## config.mk

```make
export PLATFORM = sky130hd
export DESIGN_NAME = presettable_cnt
export DESIGN_NICKNAME = d
export VERILOG_FILES = /design/src/rtl/pcnt_pkg.sv /design/src/rtl/pcnt_ctrl.sv /design/src/rtl/pcnt_next.sv /design/src/rtl/pcnt_term.sv /design/src/rtl/presettable_cnt.sv
export SDC_FILE = /design/constraint.sdc
export NUM_CORES = 1
export LEC_CHECK = 0
export ABC_AREA = 1
export BUFFER_PORTS_ARGS = -buffer_cell sky130_fd_sc_hd__buf_4
export CAP_MARGIN = 20
export CELL_PAD_IN_SITES_DETAIL_PLACEMENT = 1
export CELL_PAD_IN_SITES_GLOBAL_PLACEMENT = 1
export CORE_AREA = 2 2 39 41
export CTS_CLUSTER_DIAMETER = 60
export DETAILED_ROUTE_END_ITERATION = 7
export DIE_AREA = 0 0 41 43
export GPL_TIMING_DRIVEN = 0
export PLACE_DENSITY_LB_ADDON = 0.1
export SETUP_SLACK_MARGIN = 0.1
export SYNTH_ARGS = -nofsm -noshare
export SYNTH_HDL_FRONTEND = slang
export SYNTH_HIERARCHICAL = 1
export SYNTH_SLANG_ARGS = --single-unit
```

## constraint.sdc

```tcl
create_clock -name clk -period 3.7 [get_ports clk]
set_clock_uncertainty 0.15 [all_clocks]
set_input_delay 0.185 -clock clk [delete_from_list [all_inputs] [get_ports clk]]
set_output_delay 0.185 -clock clk [all_outputs]
set_load 0.01 [all_outputs]
```

## src/rtl/pcnt_pkg.sv

```systemverilog
package pcnt_pkg;
   typedef enum logic [1:0] {
      OP_CLEAR = 2'd0,
      OP_LOAD  = 2'd1,
      OP_STEP  = 2'd2,
      OP_KEEP  = 2'd3
   } pcnt_op_e;
endpackage

```

## src/rtl/pcnt_ctrl.sv

```systemverilog
module pcnt_ctrl
   import pcnt_pkg::*;
(
   input  logic     clr_req,
   input  logic     load_n,
   input  logic     cnt_en,
   input  logic     carry_in,
   output pcnt_op_e op
);
   // priority: clear, load, step, keep
   always_comb begin
      if (clr_req)                op = OP_CLEAR;
      else if (!load_n)           op = OP_LOAD;
      else if (cnt_en && carry_in) op = OP_STEP;
      else                        op = OP_KEEP;
   end
endmodule

```

## src/rtl/pcnt_next.sv

```systemverilog
module pcnt_next
   import pcnt_pkg::*;
#(
   parameter int WIDTH  = 4,
   parameter bit DECADE = 1'b0
) (
   input  pcnt_op_e         op,
   input  logic [WIDTH-1:0] cur,
   input  logic [WIDTH-1:0] din,
   output logic [WIDTH-1:0] nxt
);
   localparam logic [WIDTH-1:0] DEC_LAST = WIDTH'(9);

   logic [WIDTH-1:0] inc;

   generate
      if (DECADE) begin : g_dec
         // 9 and every illegal value fold to 0 in one step
         always_comb inc = (cur >= DEC_LAST) ? '0 : cur + 1'b1;
      end else begin : g_bin
         always_comb inc = cur + 1'b1;
      end
   endgenerate

   always_comb begin
      unique case (op)
         OP_CLEAR: nxt = '0;
         OP_LOAD:  nxt = din;
         OP_STEP:  nxt = inc;
         default:  nxt = cur;
      endcase
   end
endmodule

```

## src/rtl/pcnt_term.sv

```systemverilog
module pcnt_term #(
   parameter int WIDTH  = 4,
   parameter bit DECADE = 1'b0
) (
   input  logic [WIDTH-1:0] cur,
   input  logic             carry_in,
   output logic             carry_out
);
   localparam int               LAST_INT = DECADE ? 9 : (2 ** WIDTH) - 1;
   localparam logic [WIDTH-1:0] LAST     = WIDTH'(LAST_INT);

   assign carry_out = carry_in && (cur == LAST);
endmodule

```

## src/rtl/presettable_cnt.sv

```systemverilog
module presettable_cnt
   import pcnt_pkg::*;
#(
   parameter int WIDTH     = 4,
   parameter bit DECADE    = 1'b0,
   parameter bit ASYNC_CLR = 1'b1
) (
   input  logic             clk,
   input  logic             rst_n,
   input  logic             load_n,
   input  logic [WIDTH-1:0] din,
   input  logic             cnt_en,
   input  logic             carry_in,
   output logic [WIDTH-1:0] count,
   output logic             carry_out
);
   generate
      if (WIDTH < 1) begin : g_bad_width
         $error("presettable_cnt: WIDTH must be at least 1");
      end
      if (DECADE && (WIDTH < 4)) begin : g_bad_decade
         $error("presettable_cnt: decade mode needs WIDTH of 4 or more");
      end
   endgenerate

   logic [WIDTH-1:0] q;
   logic [WIDTH-1:0] q_nxt;
   logic             clr_req;
   pcnt_op_e         op;

   generate
      if (ASYNC_CLR) begin : g_aclr
         assign clr_req = 1'b0;
         always_ff @(posedge clk or negedge rst_n) begin
            if (!rst_n) q <= '0;
            else        q <= q_nxt;
         end
      end else begin : g_sclr
         assign clr_req = !rst_n;
         always_ff @(posedge clk) begin
            q <= q_nxt;
         end
      end
   endgenerate

   pcnt_ctrl u_ctrl (
      .clr_req  (clr_req),
      .load_n   (load_n),
      .cnt_en   (cnt_en),
      .carry_in (carry_in),
      .op       (op)
   );

   pcnt_next #(.WIDTH(WIDTH), .DECADE(DECADE)) u_next (
      .op  (op),
      .cur (q),
      .din (din),
      .nxt (q_nxt)
   );

   pcnt_term #(.WIDTH(WIDTH), .DECADE(DECADE)) u_term (
      .cur       (q),
      .carry_in  (carry_in),
      .carry_out (carry_out)
   );

   assign count = q;
endmodule

```

==> results of run 1 <==
[cell usage in the layout (no fill, tap or decap), drive strengths merged]
cell type    instances
or2                  1
inv                  7
nor2                 3
buf                 14
ha                   1
dlygate4sd3          1
conb                 2
nand3               16
dfrtp                4
nand2                8
clkbuf               3
nand4                1
[logic make-up (layout without fill, tap and decap cells)]
family        Yosys count  count (layout)  synth area share (%)
buf+inv                 8              25                  11.6
fa+ha+maj               1               1                  4.29
simple gates           29              29                  48.5
flops                   4               4                  34.3
other cells             1               2                  1.29
[worst max path at each step]
stage / from / endpoint / slack, ns
6_report: count[0]$_DFF_PN0_ / count[2]$_DFF_PN0_ / 2.31
5_1_grt: count[0]$_DFF_PN0_ / count[2]$_DFF_PN0_ / 2.23
2_1_floorplan: count[0]$_DFF_PN0_ / count[2]$_DFF_PN0_ / 2.36
3_3_place_gp: count[0]$_DFF_PN0_ / count[2]$_DFF_PN0_ / 2.32
3_5_place_dp: count[0]$_DFF_PN0_ / count[2]$_DFF_PN0_ / 2.31
4_1_cts: count[0]$_DFF_PN0_ / count[2]$_DFF_PN0_ / 2.31
[power by group through the flow]
stage | Clock (W) | Combinational (W) | Sequential (W)
floorplan | 0 | 0.0000146 | 0.0000557
global placement | 0 | 0.0000329 | 0.0000563
detailed placement | 0 | 0.0000333 | 0.0000563
CTS | 0.0000540 | 0.0000343 | 0.0000559
global route | 0.0000597 | 0.0000379 | 0.0000565
finish | 0.0000512 | 0.0000337 | 0.0000556
[Yosys cell counts, drive strengths merged]
cell type  instances  area, um2
dfrtp              4        100
or2                1       6.26
inv                7       26.3
nand4              1       6.26
nand3             16       80.1
conb               1       3.75
nand2              8       30.0
nor2               3       18.8
buf                1       7.51
ha                 1       12.5
[timing repair]
action | in CTS | in global routing
hold buffers | 1 | 0
buffers inserted | 0 | 0
setup endpoints to repair | 0 | 0
resized for setup | 0 | 0
endpoints found under the hold margin | 4 | 0
[tightest hold or removal path: cells and delay by family]
kind                   cells  cell delay (ns)
buffers and inverters      1             0.07
AND/OR/NAND/NOR            2             0.15
[stage by stage]
stage          hold slack [ns]  instance area (um2)
6_report                0.0775                  445
5_1_grt                 0.0874                  445
4_1_cts                 0.0742                  445
3_5_place_dp            -0.168                  413
3_3_place_gp            -0.169                  413
2_1_floorplan           -0.261                  295
[per-layer routing]
metal,part of all wire (%),up-vias,GRT usage [%]
met3,6.0,2,1.57
met5,0,-,0
met4,1.6,0,10.0
li1,-,173,-
met1,47,148,15.3
met2,45,9,15.3
[layout make-up]
type | instances | area [um2]
Fill cell | 182 | 938
Multi-Input combinational cell | 32 | 161
Timing Repair Buffer | 14 | 108
Sequential cell | 4 | 100
Inverter | 7 | 26.3
Clock buffer | 3 | 22.5
Tap cell | 16 | 20.0
Buffer | 1 | 7.51
==> impl_metrics.tcl, run 1 <==
set metrics [dict create \
    critPathLaunchType "register" \
    pre_cts_ws_ns 2.31 \
    h-tree-depth 1 \
    r2r_slack_ns 2.31 \
    worst_path_most_repeated_cell "nand3_1" \
    io_buffer_count 13 \
    dieWidth_um 41 \
    fin_nets 73 \
    worst_ir_drop_vdd_mv 0.0579 \
    first_global_vias 318 \
    worstPathRequired_ns 3.65 \
    cts_sinks 4 \
    worstPathArrival_ns 1.34 \
    grt_max_degree 10 \
    synth_area_per_cell_um2 6.78 \
    hp-class "input pin to register" \
    drtAntennaViolNets 0 \
    pwr-share-clk_pct 36.5 \
    max_cap_viol_count 0 \
    pwr-share-seq_pct 39.6 \
    fmax_mhz 721 \
    hold_path_startpoint "din[2]" \
    status "finished clean" \
    dr_total_vias 332 \
    vias_per_cell 4.31 \
    p_per_area_nw_per_um2 315 \
    finalPower_w 0.000140 \
    switching_power_w 0.0000385 \
    tns_ns 0 \
    cp_max_fo 7 \
    endpoint_kind "register" \
    power.share.switching_pct 27.4 \
    fin_crit_ns 1.39 \
    io_pins 14 \
    postLayoutCoreUtil_pct 32.2 \
    hpwl_um 647 \
    antenna_cells 0 \
    cts_made_buffers 3 \
    gp_congestion 0.726 \
    syn_area_um2 292 \
    cts-root-buf "clkbuf_4" \
    hold_viol_final 0 \
    drive_gt1_share_pct 32.8 \
    antenna_found_initial 0 \
    clk_latency_ns 0.23 \
    r2r_cells 4 \
    grt_pass1_wl_um 1350 \
    instances_no_fill 77 \
    slowest_stage "dfrtp_1" \
    synth_cell_types 12 \
    grt_usage_pct 11.5 \
    synth_seq_cells 4 \
    drc 0 \
    crit_type "register to register" \
    netlist_instances 43 \
    die_h_um 43 \
    crit_cells 4 \
    r2r-start "count[0]$_DFF_PN0_" \
    clk_path_buf_depth 2 \
    core-area_um2 1380 \
    p_int_w 0.000102 \
    slew_viol_final 0 \
    setup_viol 0 \
    drtIter0Drc 4 \
    leakagePower_nw 0.237 \
    tritoncts "built" \
    cpPeakStageDelay_ns 0.45 \
    largest_register_ff_count 4 \
    start_util_pct 21.1 \
    die-area_um2 1760 \
    syn_to_final_growth_pct 52.8 \
    dp.cells 73 \
    grt_overflow 0 \
    crit_chain "ha_1, or2_2, nand3_1, nand3_1" \
    first_pass_iters 4 \
    setup_slack_ns 2.31 \
    synth_sequential_area_ratio_pct 34.3 \
    path_delay_family "flip-flops" \
    wl_per_cell_um 10.5 \
    clkTransAtPathRegs_ns 0.03 \
    drt-total-wl_um 806 \
    yosys_warnings 6 \
    r2r-end "count[2]$_DFF_PN0_" \
    min_period_over_period_pct 37.5 \
    hold_path_depth 3 \
    whs_endpoint "count[2]$_DFF_PN0_" \
    rows 14 \
    worstPathBufferInverterCount 0 \
    rsz0062_at_grt "no" \
    combPwrFrac_pct 24.0 \
]
(Power assumes the default switching activity.)
==> run 2: changes to the inputs <==
- ABC_AREA: 1 -> 0
- clock period: 3.7 -> 1.25 ns (I/O delays scaled with it)
==> impl_metrics.tcl, run 2 <==
set metrics [dict create \
    status "finished with violations" \
    drtIter0Drc 3 \
    synth_cell_types 17 \
    syn_area_um2 288 \
    worstPathRequired_ns 1.22 \
    multiInputGateArea_um2 185 \
    synth_seq_cells 4 \
    dr_total_vias 309 \
    drt-total-wl_um 892 \
    first_global_vias 307 \
    clk_path_buf_depth 2 \
    fin_nets 66 \
    instances_no_fill 71 \
    fin_crit_ns 1.38 \
    io_pins 14 \
    worstPathArrival_ns 1.35 \
    start_util_pct 20.8 \
    yosysTopAreaCell "dfrtp_1" \
    hp-class "input pin to async pin" \
    gp_congestion 0.674 \
    die_h_um 43 \
    cts_made_buffers 3 \
    die-area_um2 1760 \
    slew_viol_final 0 \
    synth_sequential_area_ratio_pct 34.8 \
    drtAntennaViolNets 0 \
    timing.hold.ws_ns 0.00569 \
    cts-root-buf "clkbuf_4" \
    drive_gt1_share_pct 50.9 \
    worst_ir_drop_vdd_mv 0.292 \
    p_per_area_nw_per_um2 963 \
    fmax_mhz 726 \
    tns_ns -0.167 \
    violations "setup timing" \
    yosys_warnings 6 \
    pre_cts_ws_ns -0.188 \
    synth_enable_flop_cells 0 \
    crit_type "register to register" \
    synthTopCellsByArea "dfrtp_1 35%, a22o_1 9.1%, buf_6 7.8%" \
    h-tree-depth 1 \
    dp.cells 59 \
    tritoncts "built" \
    first_pass_iters 3 \
    hold_viol_final 0 \
    endpoint_kind "register" \
    grt_overflow 0 \
    yosysTopAreaCellShare_pct 34.8 \
    max_cap_viol_count 0 \
    rsz0062_at_grt "yes" \
    dieWidth_um 41 \
    setup_slack_ns -0.128 \
    leakagePower_nw 0.253 \
    seq_area_um2 101 \
    grt_usage_pct 11.5 \
    critPathLaunchType "register" \
    antenna_found_initial 0 \
    clk_latency_ns 0.24 \
    antenna_cells 0 \
    final_common_cell "buf_4" \
    grt_max_degree 9 \
    wl_per_cell_um 12.6 \
    syn_to_final_growth_pct 88.7 \
    final_cell_mix "12 x buf_4, 8 x buf_6" \
    clkTransAtPathRegs_ns 0.05 \
    vias_per_cell 4.35 \
    rows 14 \
    netlist_instances 29 \
    finalPower_w 0.000523 \
    async_flop_share_pct 100 \
    synth_flop_cell "dfrtp_1" \
    io_buffer_count 13 \
    cp_max_fo 2 \
    synth.most_common_cell "dfrtp_1" \
    drc 0 \
    largest_register_ff_count 4 \
    grt_pass1_wl_um 1330 \
    nFillCells 163 \
    core-area_um2 1380 \
    setup_viol 3 \
    min_period_over_period_pct 110 \
    synth_area_per_cell_um2 9.92 \
    synth_commonest_cells "4 x dfrtp_1, 3 x a22o_1, 3 x nand2_1, 3 x nand3_1" \
    cts_sinks 4 \
]
[run 2: metrics by stage]
step / utilization, % / instance area (um2)
floorplan: - / 295
global placement: 29.8 / 413
global route: 39.2 / 543
finish: 39.2 / 543
CTS: 36.8 / 509
detailed placement: 29.8 / 413
[run 2: timing repair]
item,4_1_cts,5_1_grt
hold buffers,3,0
setup endpoints to repair,3,7
gates resized for setup,3,5
hold endpoints to repair,6,0
setup buffers,3,2
[run 2: logic make-up after synthesis]
family	share of synthesized area, %
AO/OA/AOI/OAI	13.9
XOR/XNOR	3.04
adder cells (fa/ha/maj)	4.35
AND/OR/NAND/NOR	18.3
flip-flops	34.8
buffers and inverters	7.83
multiplexers	16.5
other	1.30
[run 2: path summary, 6_finish.rpt]
kind | from | slack, ns | cells past startpoint | to
hold / removal | rst_n | 0.006 | 2 | count[0]$_DFF_PN0_
setup / recovery | count[1]$_DFF_PN0_ | -0.13 | 3 | count[1]$_DFF_PN0_
setup reg to reg | count[1]$_DFF_PN0_ | -0.13 | 3 | count[1]$_DFF_PN0_
max in group asynchronous | rst_n | 0.83 | 2 | count[0]$_DFF_PN0_
min in group clk | din[2] | 0.03 | 3 | count[2]$_DFF_PN0_
hold reg to reg | count[3]$_DFF_PN0_ | 0.47 | 2 | count[3]$_DFF_PN0_
[run 2: where the power goes]
group          switching (W)  leakage [nW]  internal, W
Sequential         0.0000160        0.0503     0.000143
Combinational      0.0000629         0.188     0.000114
Clock              0.0000658        0.0150     0.000121
Total               0.000145         0.253     0.000378
[run 2: layout make-up]
| class | instances | area share, % |
|---|---|---|
| Buffer | 2 | 4.15 |
| Clock buffer | 4 | 4.84 |
| Multi-Input combinational cell | 24 | 34.1 |
| Sequential cell | 4 | 18.7 |
| Tap cell | 16 | 3.69 |
| Timing Repair Buffer | 21 | 34.6 |
[run 2: routing by layer]
layer	track usage (%)	vias up	share of wire [%]
met1	12.9	142	42
met5	0	-	0
met3	3.66	0	5.9
li1	-	152	-
met4	10.0	0	0
met2	16.6	15	52
[run 2: critical path, stage by stage, from the launching register on]
cell and delay [ns]:
dfrtp_1 0.41, ha_4 0.24, mux2_4 0.26, a22o_1 0.21
